### config.mk
export PLATFORM = sky130hd
export DESIGN_NAME = duty_fit_search
export DESIGN_NICKNAME = d
export VERILOG_FILES = /design/src/rtl/duty_fit_pkg.sv /design/src/rtl/duty_fit_div.sv /design/src/rtl/duty_fit_pick.sv /design/src/rtl/duty_fit_search.sv
export SDC_FILE = /design/constraint.sdc
export NUM_CORES = 2
export LEC_CHECK = 0
export ABC_AREA = 0
export CORE_MARGIN = 2
export CORE_UTILIZATION = 58
export DETAILED_ROUTE_END_ITERATION = 8
export PLACE_DENSITY = 0.8
export SKIP_CTS_REPAIR_TIMING = 1
export SLEW_MARGIN = 30
export SYNTH_ARGS = -nofsm -noshare
export SYNTH_HDL_FRONTEND = slang
export SYNTH_SLANG_ARGS = --single-unit
### constraint.sdc
create_clock -name clk -period 5.68 [get_ports clk]
set_clock_uncertainty 0.05 [all_clocks]
set_input_delay 1.42 -clock clk [delete_from_list [all_inputs] [get_ports clk]]
set_output_delay 1.42 -clock clk [all_outputs]
set_load 0.01 [all_outputs]
### src/rtl/duty_fit_pkg.sv
package duty_fit_pkg;
  typedef enum logic [1:0] {
    ST_IDLE = 2'd0,
    ST_OFF  = 2'd1,
    ST_RATE = 2'd2,
    ST_CMP  = 2'd3
  } fit_state_e;
endpackage

### src/rtl/duty_fit_div.sv
module duty_fit_div #(
  parameter int NUM_W = 40,
  parameter int DEN_W = 32
) (
  input  logic             clk,
  input  logic             rst_n,
  input  logic             go,
  input  logic [NUM_W-1:0] dividend,
  input  logic [DEN_W-1:0] divisor,
  output logic             fin,
  output logic [NUM_W-1:0] quot
);
  localparam int CW = $clog2(NUM_W + 1);

  logic [DEN_W-1:0] rem_q, rem_d, dvs_q, dvs_d;
  logic [NUM_W-1:0] qd_q, qd_d;
  logic [CW-1:0]    cnt_q, cnt_d;
  logic             run_q, run_d, fin_q, fin_d;
  logic [DEN_W:0]   rem_sh, diff;
  logic             ge;

  always_comb begin
    rem_sh = {rem_q, qd_q[NUM_W-1]};
    diff   = rem_sh - {1'b0, dvs_q};
    ge     = (rem_sh >= {1'b0, dvs_q});
    rem_d  = rem_q;
    qd_d   = qd_q;
    dvs_d  = dvs_q;
    cnt_d  = cnt_q;
    run_d  = run_q;
    fin_d  = 1'b0;
    if (go) begin
      rem_d = '0;
      qd_d  = dividend;
      dvs_d = divisor;
      cnt_d = CW'(NUM_W);
      run_d = 1'b1;
    end else if (run_q) begin
      rem_d = ge ? diff[DEN_W-1:0] : rem_sh[DEN_W-1:0];
      qd_d  = {qd_q[NUM_W-2:0], ge};
      cnt_d = cnt_q - 1'b1;
      if (cnt_q == CW'(1)) begin
        run_d = 1'b0;
        fin_d = 1'b1;
      end
    end
  end

  always_ff @(posedge clk or negedge rst_n) begin
    if (!rst_n) begin
      rem_q <= '0;
      qd_q  <= '0;
      dvs_q <= '0;
      cnt_q <= '0;
      run_q <= 1'b0;
      fin_q <= 1'b0;
    end else begin
      rem_q <= rem_d;
      qd_q  <= qd_d;
      dvs_q <= dvs_d;
      cnt_q <= cnt_d;
      run_q <= run_d;
      fin_q <= fin_d;
    end
  end

  assign fin  = fin_q;
  assign quot = qd_q;
endmodule

### src/rtl/duty_fit_pick.sv
module duty_fit_pick #(
  parameter int RATE_W = 40,
  parameter int FREQ_W = 32
) (
  input  logic [RATE_W-1:0] cand_rate,
  input  logic [FREQ_W-1:0] target,
  input  logic [RATE_W-1:0] best_err,
  output logic [RATE_W-1:0] cand_err,
  output logic              take
);
  logic [RATE_W-1:0] tgt_ext;

  always_comb begin
    tgt_ext  = RATE_W'(target);
    cand_err = (cand_rate >= tgt_ext) ? (cand_rate - tgt_ext) : (tgt_ext - cand_rate);
    take     = (cand_err <= best_err);
  end
endmodule

### src/rtl/duty_fit_search.sv
module duty_fit_search
  import duty_fit_pkg::*;
#(
  parameter int FREQ_W    = 32,
  parameter int CNT_W     = 8,
  parameter int MAX_LIMIT = 255
) (
  input  logic              clk,
  input  logic              rst_n,
  input  logic              start,
  input  logic [FREQ_W-1:0] target_khz,
  input  logic [FREQ_W-1:0] full_khz,
  input  logic [CNT_W-1:0]  max_dur,
  output logic              busy,
  output logic              done,
  output logic [CNT_W-1:0]  on_cnt,
  output logic [CNT_W-1:0]  off_cnt,
  output logic [FREQ_W-1:0] rate_khz
);
  localparam int PROD_W = FREQ_W + CNT_W;
  localparam logic [CNT_W-1:0] LIMIT = CNT_W'(MAX_LIMIT);

  fit_state_e        state_q, state_d;
  logic [CNT_W-1:0]  idx_q, idx_d, offc_q, offc_d;
  logic [CNT_W-1:0]  bon_q, bon_d, boff_q, boff_d;
  logic [FREQ_W-1:0] tgt_q, tgt_d, full_q, full_d;
  logic [PROD_W-1:0] ratec_q, ratec_d, brate_q, brate_d, berr_q, berr_d;
  logic              go_q, go_d, busy_q, busy_d, done_q, done_d;

  logic [PROD_W-1:0] div_num, div_quot, cand_err;
  logic [FREQ_W-1:0] div_den;
  logic              div_fin, take;
  logic [CNT_W-1:0]  first_idx;
  logic [PROD_W-1:0] init_err;

  always_comb begin
    if (max_dur == '0)        first_idx = CNT_W'(1);
    else if (max_dur > LIMIT) first_idx = LIMIT;
    else                      first_idx = max_dur;
    init_err = (full_khz >= target_khz) ? PROD_W'(full_khz - target_khz)
                                        : PROD_W'(target_khz - full_khz);
  end

  always_comb begin
    if (state_q == ST_RATE) begin
      div_num = PROD_W'(full_q) * PROD_W'(offc_q);
      div_den = FREQ_W'(idx_q);
    end else begin
      div_num = PROD_W'(tgt_q) * PROD_W'(idx_q);
      div_den = full_q;
    end
  end

  duty_fit_div #(.NUM_W(PROD_W), .DEN_W(FREQ_W)) u_div (
    .clk(clk), .rst_n(rst_n), .go(go_q), .dividend(div_num),
    .divisor(div_den), .fin(div_fin), .quot(div_quot)
  );

  duty_fit_pick #(.RATE_W(PROD_W), .FREQ_W(FREQ_W)) u_pick (
    .cand_rate(ratec_q), .target(tgt_q), .best_err(berr_q),
    .cand_err(cand_err), .take(take)
  );

  always_comb begin
    state_d = state_q;
    idx_d   = idx_q;
    offc_d  = offc_q;
    ratec_d = ratec_q;
    tgt_d   = tgt_q;
    full_d  = full_q;
    bon_d   = bon_q;
    boff_d  = boff_q;
    brate_d = brate_q;
    berr_d  = berr_q;
    go_d    = 1'b0;
    busy_d  = busy_q;
    done_d  = 1'b0;
    unique case (state_q)
      ST_IDLE: if (start) begin
        tgt_d   = target_khz;
        full_d  = full_khz;
        idx_d   = first_idx;
        boff_d  = CNT_W'(1);
        bon_d   = '0;
        brate_d = PROD_W'(full_khz);
        berr_d  = init_err;
        go_d    = 1'b1;
        busy_d  = 1'b1;
        state_d = ST_OFF;
      end
      ST_OFF: if (div_fin) begin
        offc_d  = div_quot[CNT_W-1:0];
        go_d    = 1'b1;
        state_d = ST_RATE;
      end
      ST_RATE: if (div_fin) begin
        ratec_d = div_quot;
        state_d = ST_CMP;
      end
      ST_CMP: begin
        if (take) begin
          boff_d  = offc_q;
          bon_d   = idx_q - offc_q;
          brate_d = ratec_q;
          berr_d  = cand_err;
        end
        if (idx_q == CNT_W'(1)) begin
          busy_d  = 1'b0;
          done_d  = 1'b1;
          state_d = ST_IDLE;
        end else begin
          idx_d   = idx_q - 1'b1;
          go_d    = 1'b1;
          state_d = ST_OFF;
        end
      end
      default: state_d = ST_IDLE;
    endcase
  end

  always_ff @(posedge clk or negedge rst_n) begin
    if (!rst_n) begin
      state_q <= ST_IDLE;
      idx_q   <= '0;
      offc_q  <= '0;
      ratec_q <= '0;
      tgt_q   <= '0;
      full_q  <= '0;
      bon_q   <= '0;
      boff_q  <= '0;
      brate_q <= '0;
      berr_q  <= '0;
      go_q    <= 1'b0;
      busy_q  <= 1'b0;
      done_q  <= 1'b0;
    end else begin
      state_q <= state_d;
      idx_q   <= idx_d;
      offc_q  <= offc_d;
      ratec_q <= ratec_d;
      tgt_q   <= tgt_d;
      full_q  <= full_d;
      bon_q   <= bon_d;
      boff_q  <= boff_d;
      brate_q <= brate_d;
      berr_q  <= berr_d;
      go_q    <= go_d;
      busy_q  <= busy_d;
      done_q  <= done_d;
    end
  end

  assign busy     = busy_q;
  assign done     = done_q;
  assign on_cnt   = bon_q;
  assign off_cnt  = boff_q;
  assign rate_khz = brate_q[FREQ_W-1:0];
endmodule

**After elaboration in Yosys (flattened, before gate mapping)**

Cells that the tools add are included.

- Bits in registers: 325
- Input port bits: 75

- Add/subtract/negate cells: 8
- $mul: 2
- Order comparisons: 5
- Eq/ne operators: 11
- Mux-type cells: 48
- Reductions and logical operators: 11

Operators by type and width:

| kind | count |
|---|---|
| $mux W40 | 7 |
| $mux W32 | 6 |
| $mul A32 B8 Y40 | 2 |
| $pmux W40 S2 | 1 |
| $sub A32 B32 Y33 | 2 |
| $mux W8 | 8 |
| $pmux W32 S2 | 1 |
| $pmux W8 S2 | 3 |
| $ge A40 B32 Y1 | 1 |
| $le A40 B40 Y1 | 1 |
| $sub A32 B40 Y40 | 1 |
| $sub A40 B32 Y40 | 1 |
| $ge A33 B32 Y1 | 1 |
| $ge A32 B32 Y1 | 1 |
| $sub A32 B32 Y32 | 1 |
| $mux W1 | 14 |
| $mux W6 | 2 |
| $reduce_and A3 Y1 | 4 |
| $eq A8 B1 Y1 const B | 1 |
| $gt A8 B8 Y1 const B | 1 |
| $logic_not A8 Y1 | 1 |
| $ne A2 B2 Y1 const B | 4 |
| $pmux W2 S4 | 1 |
| $sub A8 B1 Y8 const B | 1 |
| 12 further kinds | 19 |

**Longest topological paths before layout**

- Depth in word-level cells: 5
- Depth in mapped cells: 26
- Mapped depth without buffers: 24

**Modules after synthesis**

Synthesis repeated with hierarchy kept, for this count alone.

- Cells, all modules: 4843
- Area total of the unflattened synthesis: 40852.9 µm²

By module, submodules not included:

| module | times used | cells each | area an instance (µm²) |
|---|---|---|---|
| duty_fit_search | 1 | 3313 | 29089.1 |
| duty_fit_div | 1 | 800 | 6929.1 |
| duty_fit_pick | 1 | 730 | 4834.6 |

**Least setup slack after synthesis**

Ideal clock, no wire load.

- Kind: register -> register
- Start: reg idx_q[3]
- End: reg u_div.qd_q[39], in the netlist u_div.quot[39]
- Setup time: 104 ps
- Arrival: 5576 ps
- Required time: 5526 ps
- Setup slack: -49 ps
- Stages on the path, launching flop included: 23
- Path buffers: 3
- Clock period less this slack: 5729 ps
- Cell sequence: dfrtp_1 -> clkbuf_1 -> inv_1 -> clkbuf_1 -> buf_1 -> nor2_1 -> fa_1 -> inv_1 -> fa_1 -> fa_1 -> inv_1 -> fa_1 -> ha_1 -> a2111oi_0 -> inv_1 -> a211oi_1 -> nor3_1 -> a211oi_1 -> o41ai_1 -> a221oi_1 -> o21ai_1 -> xnor2_1 -> a221oi_1

- Longest elaborated chain between the ends: 3

RTL lines:

| item | line | source |
|---|---|---|
| start: declaration | duty_fit_search.sv:24 | `logic [CNT_W-1:0] idx_q, idx_d, offc_q, offc_d;` |
| start signal: assignment | duty_fit_search.sv:138 | `idx_q <= idx_d;` |
| $mul A32 B8 Y40 | duty_fit_search.sv:49 | `div_num = PROD_W'(tgt_q) * PROD_W'(idx_q);` |
| $mux W40 | duty_fit_search.sv:45 | `if (state_q == ST_RATE) begin` |
| $mux W40 | duty_fit_div.sv:32 | `if (go) begin` |
| end signal: assignment | duty_fit_div.sv:59 | `qd_q <= qd_d;` |
| end: declaration | duty_fit_div.sv:16 | `logic [NUM_W-1:0] qd_q, qd_d;` |

No other way between the ends.
A chain may end at the register's enable or synchronous reset.

**Worst setup path after layout**

- Start: reg idx_q[4]
- End: reg u_div.qd_q[37], in the netlist u_div.quot[37]

The elaborated chain is that of the path after synthesis.

==> run_results.csv <==
group,metric,value,unit
sta,timing.slew.headroom,31.57,%
floorplanning,fp.coreArea,0.06847,sq mm
pwr,p_total,5.957,mW
grt,grt_max_degree,103,
sta,tightest_slew,1023,ps
critical_path,path_class,"register to register",
synthesis,synthAdderAreaFrac,28.81,%
sta,fin_ws,-53.15,ps
sta,rsz0062_at_grt,"true",
finish,drive_above_1_share,16.29,%
critical_path,crit_path_max_fanout,6,
finish,fillers,5268,
floorplanning,die-height,266.7,um
grt,met3_usage,7.814,%
hold_path,min_path_type,"register to register",
synthesis,synth.cell_area,0.04002,sq mm
sta,fin_hold_ws,442.4,ps
floorplanning,die_area,0.07112,sq mm
sta,hold_violations,0,
critical_path,cp.arrival,6180,ps
sta,post-route-period-util,100.9,%
pwr,cellPowerDensity,123.9,mW/mm^2
synthesis,ys.flop_type,"dfrtp_1",
pwr,ir_drop,0.1895,mV
cts,clk_latency,620,ps
critical_path,r2r_setup_slack,-50,ps
pwr,p_leak,24.45,nW
cts,clockBufferDepth,3,
detailed_routing,firstDrtPassIters,6,
place,port_buffers,124,
sta,clock.fmax,174.4,MHz
synthesis,synth-compound-area-share,18.89,%
finish,area_growth,20.11,%
synthesis,synth-edff-count,0,
finish,fin_area,0.04807,sq mm
critical_path,critical_path.startpoint_type,"register",
finish,nNetsFinal,5925,
flow_run,drv_cap,0,
sta,setup_viol,2,
critical_path,timing.rr.end,"u_div.quot[37]",
sta,setup_tns,-59.23,ps
detailed_routing,first_iter_violations,3722,
sta,min_period,5733,ps
critical_path,crit_required,6130,ps
synthesis,synth_top_family_by_area,"adder cells",
place,dp.final_hpwl,108100,um
floorplanning,start_util,58.46,%
cts,cts-root-buf,"clkbuf_16",
synthesis,synthXorXnorAreaFrac,3.545,%
grt,grt-ovfl-total,0,
detailed_routing,num_vias,37460,
cts,ctsHtreeMaxLevel,2,
grt,top_usage_layer,"met2",
synthesis,yosys_register_bits,325,
cts,cts.clk_slew.worst_paths,60,ps
place,gp_congestion,1.053,
critical_path,ff2ff_path_depth,20,
grt,grt_pass1_vias,36812,
synthesis,yosys_warnings,0,
hold_path,min-delay-start,"on_cnt[1]",
cts,cts_tree,"yes",
grt,antenna_found_initial,9,
synthesis,async_flop_share,100.0,%
grt,gr-usage-all-layers,38.38,%
hold_path,worstHoldPathCells,2,
critical_path,r2r_start,"idx_q[4]",
floorplanning,io_pins,125,
synthesis,synth_cell_types,92,
cts,cts_sinks,325,
critical_path,end_kind,"register",
place,placed_cell_area,0.04533,sq mm
synthesis,netlist_instances,4708,
grt,met1_usage,51.56,%
grt,grt_pass1_wl,210300,um
detailed_routing,wl_per_cell,22.85,um
synthesis,yosysSeqAreaShare,20.32,%
status,violations,"negative setup slack",
floorplanning,row_count,96,
status,status,"finished with violations",
hold_path,hold_path_end,"on_cnt[1]",
detailed_routing,vias_per_cell,6.174,
synthesis,synthMuxAreaShare,4.127,%
detailed_routing,wirelength,138600,um
synthesis,synth_fp_nets,5485,
place,place_ws,-448.6,ps
grt,grt_use_met2,59.65,%
detailed_routing,drc,0,
sta,final_max_slew_viol_count,0,
synthesis,synthSimpleGateAreaFrac,15.79,%
synthesis,avgSynthCellArea,8.501,sq um
floorplanning,die_w,266.7,um
cts,numCtsBuffers,42,
detailed_routing,antenna_left,0,
-- cells in the final DEF (no fill, tap or decap), types with 96 or more instances in the layout --
cell type | Yosys | routed
o21ai_0 | 221 | 214
nor2_1 | 257 | 252
xnor2_1 | 99 | 96
a21o_1 | 123 | 123
a21oi_1 | 369 | 358
fa_1 | 366 | 364
ha_1 | 336 | 314
buf_4 | 15 | 506
and2_1 | 310 | 305
dfrtp_1 | 325 | 310
inv_1 | 605 | 599
clkdlybuf4s50_1 | 0 | 123
nand2_1 | 440 | 434
-- metal layers --
metal	vias up	wire length, um
li1	16660	-
met1	18448	55320
met2	1977	61710
met3	365	14140
met4	10	7377
met5	-	68
-- cells in the mapped netlist, types with 28 or more instances --
cell	instances	area share [%]
o31ai_1	30	0.56
mux2_2	61	1.7
nand2_1	440	4.1
a211oi_1	71	1.3
a21oi_1	369	4.6
inv_1	605	5.7
a31oi_1	35	0.55
ha_1	336	11
o21bai_1	35	0.66
a21o_1	123	2.3
fa_1	366	18
nor2b_1	40	0.63
clkbuf_1	209	2.0
o211ai_1	28	0.53
buf_2	28	0.35
nor2_1	257	2.4
dfrtp_1	325	20
o22ai_1	37	0.58
nand4_1	38	0.59
o21ai_0	221	2.8
nor3_1	45	0.56
xor2_1	63	1.4
and2_1	310	4.8
mux2i_1	93	2.3
xnor2_1	99	2.2
nand3_1	60	0.75
o21a_1	40	0.75
-- stage by stage --
stage | instances | utilization (%)
final | 6067 | 70.21
after global routing | 6063 | 70.20
after CTS | 6028 | 68.45
after detailed placement | 5951 | 66.20
after global placement | 5951 | 66.20
after floorplan | 4708 | -
-- area by class of cell --
| class | instances | area [sq um] | share of cell area, % |
|---|---|---|---|
| timing repair buffer | 671 | 5707 | 11.87 |
| inverter | 606 | 2275 | 4.732 |
| clock buffer | 51 | 1125 | 2.340 |
| multi-input combinational | 3502 | 29280 | 60.92 |
| tap | 882 | 1104 | 2.296 |
| clock inverter | 26 | 411.6 | 0.8563 |
| antenna | 4 | 10.01 | 0.02082 |
| sequential | 325 | 8157 | 16.97 |
-- sequential cells by signal, indices dropped and copies added (netlist names) --
signal,count
off_cnt,8
offc_q,8
u_div.quot,40
u_div.cnt_q,6
state_q,2
u_div.fin,1
on_cnt,8
idx_q,8
tgt_q,32
u_div.rem_q,32
done,1
berr_q,40
busy,1
ratec_q,40
brate_q,32
go_q,1
u_div.run_q,1
u_div.dvs_q,32
full_q,32
-- worst max path at each step --
stage,start,to,slack (ps),cells after the start
6_report,idx_q[4],u_div.quot[37],-50,20
5_1_grt,offc_q[2],u_div.quot[38],-160,21
3_3_place_gp,idx_q[4],u_div.quot[34],-340,19
3_5_place_dp,idx_q[4],u_div.quot[34],-450,19
2_1_floorplan,idx_q[3],u_div.quot[39],40,22
4_1_cts,idx_q[4],u_div.quot[34],-480,19
-- cells by family after synthesis --
logic type,after synthesis
simple gates,1298
compound gates,1183
buf+inv,881
fa+ha+maj,702
flops,325
xor+xnor,162
mux,157
-- power breakdown --
group / switching (mW) / total [mW] / internal (mW)
registers: 0.000000000000000183 / 2.32 / 2.32
logic: 0.413 / 0.645 / 0.231
clock network: 1.24 / 3.00 / 1.76
-- critical path: stages (launching register included) --
cell and delay [ps]:
dfrtp_2 520, buf_6 180, and2_1 160, fa_1 470
fa_1 580, fa_1 430, fa_1 440, ha_1 350
inv_1 90, o21ai_0 290, o32ai_2 150, a211oi_2 400
buf_4 170, o21ai_1 60, buf_4 160, nand2_2 90
a21oi_2 90, buf_4 140, o211ai_1 290, mux2i_1 410
nor3_1 90
Power figures use the tool's default switching activity.
